==> config.mk <==
export PLATFORM = sky130hd
export DESIGN_NAME = hazard_pred_gen
export DESIGN_NICKNAME = d
export VERILOG_FILES = /design/src/rtl/hpg_pkg.sv /design/src/rtl/hpg_dist.sv /design/src/rtl/hpg_lanes.sv /design/src/rtl/hpg_flags.sv /design/src/rtl/hazard_pred_gen.sv
export SDC_FILE = /design/constraint.sdc
export NUM_CORES = 1
export LEC_CHECK = 0
export BUFFER_PORTS_ARGS = -buffer_cell sky130_fd_sc_hd__buf_2
export CELL_PAD_IN_SITES_DETAIL_PLACEMENT = 1
export CELL_PAD_IN_SITES_GLOBAL_PLACEMENT = 2
export CORE_ASPECT_RATIO = 0.5
export CORE_UTILIZATION = 30
export CTS_CLUSTER_DIAMETER = 80
export CTS_CLUSTER_SIZE = 16
export DETAILED_ROUTE_END_ITERATION = 10
export PLACE_DENSITY = 0.84
export SLEW_MARGIN = 25
export SYNTH_ARGS = -nofsm -noshare
export SYNTH_HDL_FRONTEND = slang
export SYNTH_SLANG_ARGS = --single-unit
==> constraint.sdc <==
create_clock -name clk -period 6.1 [get_ports clk]
set_input_delay 1.22 -clock clk [delete_from_list [all_inputs] [get_ports clk]]
set_output_delay 1.22 -clock clk [all_outputs]
set_load 0.02 [all_outputs]
==> src/rtl/hpg_pkg.sv <==
package hpg_pkg;

   typedef enum logic [1:0] {
      ESZ_BYTE  = 2'd0,
      ESZ_HALF  = 2'd1,
      ESZ_WORD  = 2'd2,
      ESZ_DWORD = 2'd3
   } esize_e;

   typedef struct packed {
      logic n;
      logic z;
      logic c;
      logic v;
   } cond_flags_t;

endpackage

==> src/rtl/hpg_dist.sv <==
// Signed distance between the bases, scaled to an element count.
module hpg_dist
   import hpg_pkg::*;
#(
   parameter int ADDR_W = 64,
   parameter int CNT_W  = 6
) (
   input  logic [ADDR_W-1:0] base_rd,
   input  logic [ADDR_W-1:0] base_wr,
   input  esize_e            size,
   output logic              lim_all,
   output logic [CNT_W-1:0]  lim_cnt
);
   localparam int DW = ADDR_W + 1;

   logic signed [DW-1:0] diff;
   logic signed [DW-1:0] lim;
   logic                 non_pos;
   logic                 too_big;

   always_comb begin
      diff    = $signed({1'b0, base_wr}) - $signed({1'b0, base_rd});
      lim     = diff >>> size;
      // zero or negative limit opens every lane
      non_pos = lim[DW-1] | (lim == '0);
      // positive limit beyond the counter range opens every lane
      too_big = ~lim[DW-1] & (|lim[DW-2:CNT_W]);
      lim_all = non_pos | too_big;
      lim_cnt = lim[CNT_W-1:0];
   end
endmodule

==> src/rtl/hpg_lanes.sv <==
// Per-byte predicate construction for all element sizes.
module hpg_lanes
   import hpg_pkg::*;
#(
   parameter int PRED_W = 32,
   parameter int CNT_W  = 6
) (
   input  esize_e            size,
   input  logic              lim_all,
   input  logic [CNT_W-1:0]  lim_cnt,
   output logic [PRED_W-1:0] pred
);
   localparam int NSIZE = 4;

   for (genvar b = 0; b < PRED_W; b++) begin : g_byte
      logic [NSIZE-1:0] cand;
      for (genvar s = 0; s < NSIZE; s++) begin : g_size
         localparam int unsigned EBYTES = 1 << s;
         localparam int unsigned EIDX   = b >> s;
         if ((b % EBYTES) == 0) begin : g_lead
            assign cand[s] = lim_all | (CNT_W'(EIDX) < lim_cnt);
         end else begin : g_fill
            assign cand[s] = 1'b0;
         end
      end
      assign pred[b] = cand[size];
   end
endmodule

==> src/rtl/hpg_flags.sv <==
// Condition flags derived from the predicate.
module hpg_flags
   import hpg_pkg::*;
#(
   parameter int PRED_W = 32
) (
   input  logic [PRED_W-1:0] pred,
   input  esize_e            size,
   output cond_flags_t       flags
);
   localparam int IDX_W = $clog2(PRED_W);

   logic [IDX_W-1:0] last_idx;

   always_comb begin
      unique case (size)
         ESZ_BYTE:  last_idx = IDX_W'(PRED_W - 1);
         ESZ_HALF:  last_idx = IDX_W'(PRED_W - 2);
         ESZ_WORD:  last_idx = IDX_W'(PRED_W - 4);
         ESZ_DWORD: last_idx = IDX_W'(PRED_W - 8);
         default:   last_idx = IDX_W'(PRED_W - 1);
      endcase
      flags.n = pred[0];
      flags.z = ~|pred;
      flags.c = ~pred[last_idx];
      flags.v = 1'b0;
   end
endmodule

==> src/rtl/hazard_pred_gen.sv <==
module hazard_pred_gen
   import hpg_pkg::*;
#(
   parameter int VL_BITS = 256,
   parameter int ADDR_W  = 64
) (
   input  logic                   clk,
   input  logic                   rst,
   input  logic                   in_valid,
   input  logic [ADDR_W-1:0]      rd_base,
   input  logic [ADDR_W-1:0]      wr_base,
   input  logic [1:0]             size_code,
   output logic                   out_valid,
   output logic [VL_BITS/8-1:0]   pred_out,
   output logic                   flag_n,
   output logic                   flag_z,
   output logic                   flag_c,
   output logic                   flag_v
);
   localparam int PRED_W = VL_BITS / 8;
   localparam int CNT_W  = $clog2(PRED_W) + 1;

   if ((VL_BITS % 128) != 0 || VL_BITS < 128 || VL_BITS > 2048) begin : g_bad_vl
      $error("hazard_pred_gen: VL_BITS must be a multiple of 128 in 128..2048");
   end
   if (ADDR_W < CNT_W + 2) begin : g_bad_aw
      $error("hazard_pred_gen: ADDR_W too small for the lane counter");
   end

   esize_e            size_e;
   logic              lim_all;
   logic [CNT_W-1:0]  lim_cnt;
   logic [PRED_W-1:0] pred_c;
   cond_flags_t       flags_c;
   logic [PRED_W-1:0] pred_q;
   cond_flags_t       flags_q;
   logic              vld_q;

   assign size_e = esize_e'(size_code);

   hpg_dist #(.ADDR_W(ADDR_W), .CNT_W(CNT_W)) u_dist (
      .base_rd (rd_base),
      .base_wr (wr_base),
      .size    (size_e),
      .lim_all (lim_all),
      .lim_cnt (lim_cnt)
   );

   hpg_lanes #(.PRED_W(PRED_W), .CNT_W(CNT_W)) u_lanes (
      .size    (size_e),
      .lim_all (lim_all),
      .lim_cnt (lim_cnt),
      .pred    (pred_c)
   );

   hpg_flags #(.PRED_W(PRED_W)) u_flags (
      .pred  (pred_c),
      .size  (size_e),
      .flags (flags_c)
   );

   always_ff @(posedge clk) begin
      if (rst) begin
         vld_q   <= 1'b0;
         pred_q  <= '0;
         flags_q <= '0;
      end else begin
         vld_q <= in_valid;
         if (in_valid) begin
            pred_q  <= pred_c;
            flags_q <= flags_c;
         end
      end
   end

   assign out_valid = vld_q;
   assign pred_out  = pred_q;
   assign flag_n    = flags_q.n;
   assign flag_z    = flags_q.z;
   assign flag_c    = flags_q.c;
   assign flag_v    = flags_q.v;
endmodule

After elaboration in Yosys (flattened, before gate mapping)
Index checks and enable logic that the tools add are counted.
{"block": "word_totals", "reg_bits": 36, "inputBits": 133}
{"block": "classes", "addsub": 1, "order_cmp": 34, "eq_ne": 3, "n_shift": 1, "n_mux": 67, "bitwise": 37, "reduce_logical": 5}
{"operator": "$lt 5x6->1 const A", "n": 16}
{"operator": "$logic_not 65->1", "n": 1}
{"operator": "$sshr 65x2->65", "n": 1}
{"operator": "$sub 64x64->65", "n": 1}
{"operator": "$bmux 1 s2", "n": 32}
{"operator": "$reduce_or 58->1", "n": 1}
{"operator": "$lt 4x6->1 const A", "n": 8}
{"operator": "$or 1x1->1", "n": 34}
{"operator": "$mux 1", "n": 33}
{"operator": "$reduce_or 32->1", "n": 1}
{"operator": "$lt 3x6->1 const A", "n": 4}
{"operator": "$pmux 5 s4", "n": 1}
{"operator": "$lt 1x6->1 const A", "n": 2}
{"operator": "$lt 2x6->1 const A", "n": 2}
{"operator": "$lt 5x6->1 const B", "n": 1}
{"operator": "$bmux 1 s5", "n": 1}
{"operator": "$eq 2x2->1 const B", "n": 2}
{"operator": "$lt 2x3->1 const B", "n": 1}
{"operator": "$eq 2x1->1 const B", "n": 1}
{"operator": "$logic_not 2->1", "n": 1}
{"operator": "$not 1->1", "n": 2}
{"operator": "$and 1x1->1", "n": 1}
{"operator": "$logic_not 1->1", "n": 1}

Depth between registers and ports, before layout
{"block": "logic_depth", "ltp_word": 11, "ltp_mapped": 20, "ltp_nobuf": 17}

Modules after synthesis
Synthesis repeated with hierarchy kept, for this count alone.
{"block": "hier_totals", "cells_unflattened": 1112, "area_unflattened_um2": 7469.7}
{"mod": "hpg_dist", "n_inst": 1, "cells_each": 861, "area_each_um2": 5347.6}
{"mod": "hazard_pred_gen", "n_inst": 1, "cells_each": 118, "area_each_um2": 1332.5}
{"mod": "hpg_lanes", "n_inst": 1, "cells_each": 117, "area_each_um2": 678.2}
{"mod": "hpg_flags", "n_inst": 1, "cells_each": 16, "area_each_um2": 111.4}

Worst setup path before layout
No wires, ideal clock.
{"block": "synth_path", "path_kind": "input-to-reg", "from": "input port wr_base[0]", "to": "register pred_q[10] (netlist: pred_out[10])", "t_arrival_ns": 5.054, "required_ns": 5.970, "path_slack_ns": 0.916, "stages": 18, "path_cell_list": "inv_1 ha_1 inv_1 fa_1 a211oi_2 nor4_1 a211oi_2 nor3_2 nor2_2 nor3_1 or4_1 nor4_1 nand4_1 or4_1 buf_2 buf_6 a2111oi_2 o22ai_1"}
{"block": "synth_via", "elab_chain_len": 8}
{"element": "from (decl)", "line_no": "hazard_pred_gen.sv:11", "rtl": "input logic [ADDR_W-1:0] wr_base,"}
{"element": "$sub 64x64->65 (*)", "line_no": "hpg_dist.sv:22", "rtl": "diff = $signed({1'b0, base_wr}) - $signed({1'b0, base_rd});"}
{"element": "$sshr 65x2->65 (*)", "line_no": "hpg_dist.sv:23", "rtl": "lim = diff >>> size;"}
{"element": "$logic_not 65->1 (tied with other cells)", "line_no": "hpg_dist.sv:25", "rtl": "non_pos = lim[DW-1] | (lim == '0);"}
{"element": "$or 1x1->1 or $and 1x1->1 (tied branches)", "line_no": "hpg_dist.sv:25, hpg_dist.sv:27"}
{"element": "$or 1x1->1", "line_no": "hpg_dist.sv:28", "rtl": "lim_all = non_pos | too_big;"}
{"element": "$or 1x1->1", "line_no": "hpg_lanes.sv:21", "rtl": "assign cand[s] = lim_all | (CNT_W'(EIDX) < lim_cnt);"}
{"element": "$bmux 1 s2 (*)", "line_no": "hpg_lanes.sv:26", "rtl": "assign pred[b] = cand[size];"}
{"element": "$mux 1 (implied by the code) (*)", "line_no": "hpg_lanes.sv:26"}
{"element": "to (signal assigned)", "line_no": "hazard_pred_gen.sv:70", "rtl": "pred_q <= pred_c;"}
{"element": "to (decl)", "line_no": "hazard_pred_gen.sv:35", "rtl": "logic [PRED_W-1:0] pred_q;"}
Mark *: on every way between the ends. The rest lies on a longest branch, timed or not. The select of a mux whose other input is x is not followed.
A chain may end at the register's enable or synchronous reset.

Worst setup path after layout
{"block": "layout_path", "from": "input port rd_base[53]", "to": "register pred_q[13] (netlist: pred_out[13])"}
{"block": "layout_via", "elab_chain_len": 8}
{"element": "from (decl)", "line_no": "hazard_pred_gen.sv:10", "rtl": "input logic [ADDR_W-1:0] rd_base,"}
{"element": "$sub 64x64->65 (*)", "line_no": "hpg_dist.sv:22"}
{"element": "$sshr 65x2->65 (*)", "line_no": "hpg_dist.sv:23"}
{"element": "$logic_not 65->1 (tied with other cells)", "line_no": "hpg_dist.sv:25"}
{"element": "$or 1x1->1 or $and 1x1->1 (tied branches)", "line_no": "hpg_dist.sv:25, hpg_dist.sv:27"}
{"element": "$or 1x1->1", "line_no": "hpg_dist.sv:28"}
{"element": "$or 1x1->1 (*)", "line_no": "hpg_lanes.sv:21"}
{"element": "$bmux 1 s2 (*)", "line_no": "hpg_lanes.sv:26"}
{"element": "$mux 1 (implied by the code) (*)", "line_no": "hpg_lanes.sv:26"}
Marked as above.

==> flow_summary.json <==
{
  "insertion_delay_ps": 280,
  "track_usage_pct": 25.9,
  "hp-class": "reg -> reg",
  "die_y_um": 114,
  "critPathLaunchType": "input pin",
  "r2r_start": "pred_out[20]",
  "design.die.area_sq_mm": 0.0256,
  "highest_layer": "met5",
  "syn_nets": 1368,
  "path_max_fanout": 20,
  "grt_overflow": 0,
  "grt_max_degree": 40,
  "vias": 9629,
  "leakagePower_uw": 0.00392,
  "finalPower_uw": 1520,
  "combPwrFrac_pct": 64.2,
  "grt_first_pass_wirelength_mm": 52.4,
  "maxSlewHeadroom_pct": 31.2,
  "p_clk_share_pct": 19.2,
  "final_cell_mix": "buf_2 (168), nand2_1 (148), a21oi_1 (125), nor2_1 (115), o21ai_0 (96)",
  "asyncSetResetFlopFracSynth_pct": 0,
  "period_needed_ps": 5720,
  "worstMarginPinSlew_ps": 1020,
  "dp_hpwl_mm": 28.7,
  "ys_warn_count": 0,
  "worstReg2RegEnd": "pred_out[20]",
  "end_kind": "flop",
  "cts_root_buf": "clkbuf_16",
  "initial_core_util_pct": 30.9,
  "min_to": "pred_out[15]",
  "drc": 0,
  "r2r_slack_ps": 5010,
  "setup_viol": 0,
  "drv_slew": 0,
  "synthFlopType": "dfxtp_1",
  "detail-route-antenna-nets": 0,
  "r2r_cells": 3,
  "final_common_cell": "buf_2",
  "slowest_delay_ps": 570,
  "hold_viol_final": 0,
  "min_period_over_period_pct": 93.8,
  "first_pass_iters": 6,
  "maxCapViolCount": 0,
  "ys_seq_area_share_pct": 9.36,
  "fmax_ghz": 0.175,
  "dr_wl_met2_mm": 14.0,
  "synth_area_sq_mm": 0.00749,
  "htree_levels": 2,
  "whs_ps": 456,
  "io_buffers": 168,
  "vdd_drop_max_mv": 0.107,
  "wire_per_inst_um": 20.4,
  "p_seq_share_pct": 16.6,
  "numCtsBuffers": 5,
  "num_rows": 40,
  "routed_wl_mm": 34.0,
  "layout-drive-gt1-share_pct": 20.3,
  "nNetsFinal": 1524,
  "avgSynthCellArea_sq_um": 6.40,
  "crit_chain": "buf_2 -> inv_1 -> ha_1 -> a21oi_2 -> o32ai_1 -> a2111oi_0 -> buf_4 -> nand4_1 -> a2111oi_0 -> buf_4 -> o221ai_1 -> nor4_1 -> nand4_1 -> nor4_1 -> nand4_1 -> or4_1 -> buf_4 -> o311ai_1 -> a21oi_1",
  "synth_seq_cells": 35,
  "wl_met1_mm": 17.2,
  "synth_edf_count": 0,
  "antenna_found_initial": 2,
  "wl_met3_mm": 2.49,
  "core_sq_mm": 0.0242,
  "p_sw_uw": 751,
  "fin_skew_ps": 0,
  "cts_setup_buffers": 0,
  "crit_required_ps": 6260,
  "clkSinkCount": 35,
  "cts_buffer_depth": 2,
  "cp.arrival_ps": 5870,
  "cts_tree": "done",
  "synth_cells": 1170,
  "grt_pass1_vias": 9098,
  "postCtsHoldBufs": 0,
  "worstHoldPathCells": 2,
  "clk_pin_slew_ps": 60,
  "io_pins": 170,
  "vias_per_cell": 5.79,
  "rsz0062_at_grt": "false",
  "worstHoldStart": "pred_out[15]",
  "p_int_uw": 772,
  "synth_cell_types": 89,
  "gp_congestion": 1.02,
  "crit_type": "in -> reg",
  "die_width_um": 225,
  "status": "completed",
  "slowest_stage": "or4_1",
  "pwr_density_cell_mw_per_mm2": 170,
  "switching_share_pct": 49.3,
  "drt_iter0_markers": 871,
  "area_delta_synth_final_pct": 20.0
}
==> logic make-up (layout without fill, tap and decap cells) <==
| family | Yosys count | in the layout | share of synthesized area, % |
|---|---|---|---|
| muxes | 10 | 10 | 1.37 |
| and+or+nand+nor | 444 | 444 | 28.1 |
| buffers and inverters | 157 | 314 | 8.91 |
| xor gates and xnor gates | 43 | 43 | 5.03 |
| other | 1 | 2 | 0.0501 |
| AOI/OAI and AO/OA | 415 | 415 | 36.2 |
| DFF | 35 | 35 | 9.36 |
| adders and majority gates | 65 | 65 | 11.0 |
==> registers in the layout, indices dropped and copies added, names as in the netlist <==
signal	flops
flag_c	1
flag_z	1
out_valid	1
pred_out	32
==> synth_stat cells (all sizes together), types with 5 or more instances <==
cell type / number / share of area [%]
clkbuf: 30 / 1.5
nor2: 117 / 5.9
buf: 39 / 3.0
a211oi: 21 / 2.4
and2: 9 / 0.79
ha: 64 / 11
a21boi: 7 / 0.75
o311ai: 5 / 0.58
o31ai: 9 / 0.90
and3: 11 / 0.92
mux2i: 8 / 1.1
o2111ai: 8 / 0.94
o21a: 13 / 1.3
xor2: 20 / 2.3
a31oi: 17 / 1.6
o21bai: 10 / 1.0
nor4: 18 / 1.8
or3: 9 / 0.75
nand4: 39 / 3.3
a22oi: 13 / 1.3
xnor2: 23 / 2.7
nor3: 33 / 2.3
nand2b: 8 / 0.67
o21ai: 104 / 7.2
or2: 10 / 0.84
a21oi: 129 / 8.9
o211ai: 12 / 1.3
a21o: 15 / 1.5
nand2: 149 / 7.5
o22ai: 5 / 0.42
o221ai: 7 / 0.82
a2111oi: 7 / 1.1
a311oi: 5 / 0.67
nand3: 23 / 1.5
inv: 86 / 4.3
nor2b: 5 / 0.42
dfxtp: 35 / 9.4
==> worst max-delay path, delay by kind of cell <==
kind	cells	cell delay [ps]
and+or+nand+nor	6	1660
AOI/OAI and AO/OA	7	1940
buffers and inverters	5	730
adders and majority gates	1	320
==> metal layers <==
layer / vias up / GRT usage [%]
met4: 2 / 3.54
met5: - / 0
met1: 4684 / 40.1
met2: 323 / 37.9
met3: 29 / 3.58
li1: 4591 / -
==> per-stage QoR <==
stage | utilization, % | area, sq um | cells | worst slack (ps) | TNS, ps
finish | 37.1 | 8990 | 1664 | 380 | 0
global route | 37.1 | 8980 | 1663 | 81.3 | 0
CTS | 37.0 | 8960 | 1663 | 267 | 0
detailed placement | 36.3 | 8790 | 1655 | -30.8 | -86.9
global placement | 36.3 | 8790 | 1655 | -14.6 | -18.3
floorplan | - | 7490 | 1170 | 916 | 0
==> power by group through the flow <==
| stage | registers, uW | logic [uW] | clock network [uW] |
|---|---|---|---|
| after global routing | 255 | 1050 | 305 |
| after detailed placement | 258 | 945 | 0 |
| after global placement | 258 | 934 | 0 |
| after CTS | 254 | 952 | 293 |
| final | 254 | 978 | 292 |
| after floorplan | 275 | 596 | 0 |
==> worst max path at each step <==
stage | slack (ps) | endpoint | start
after detailed placement | -30 | pred_out[2] | rd_base[0]
after floorplan | 920 | pred_out[10] | wr_base[0]
final | 380 | pred_out[13] | rd_base[53]
after CTS | 270 | pred_out[2] | rd_base[0]
after global routing | 80 | pred_out[29] | wr_base[0]
after global placement | -10 | pred_out[2] | rd_base[0]
==> repair_timing <==
item	CTS	global route
endpoints found under the setup margin	0	22
resized for setup	0	6
hold endpoints to repair	0	0
==> area by class of cell <==
type,instances,area (sq um)
sequential,35,701
timing repair buffer,218,1220
tap,336,420
clock inverter,3,43.8
clock buffer,5,125
antenna,1,2.50
inverter,88,330
fill,3259,15200
multi-input combinational,978,6150
(Power assumes the default switching activity.)
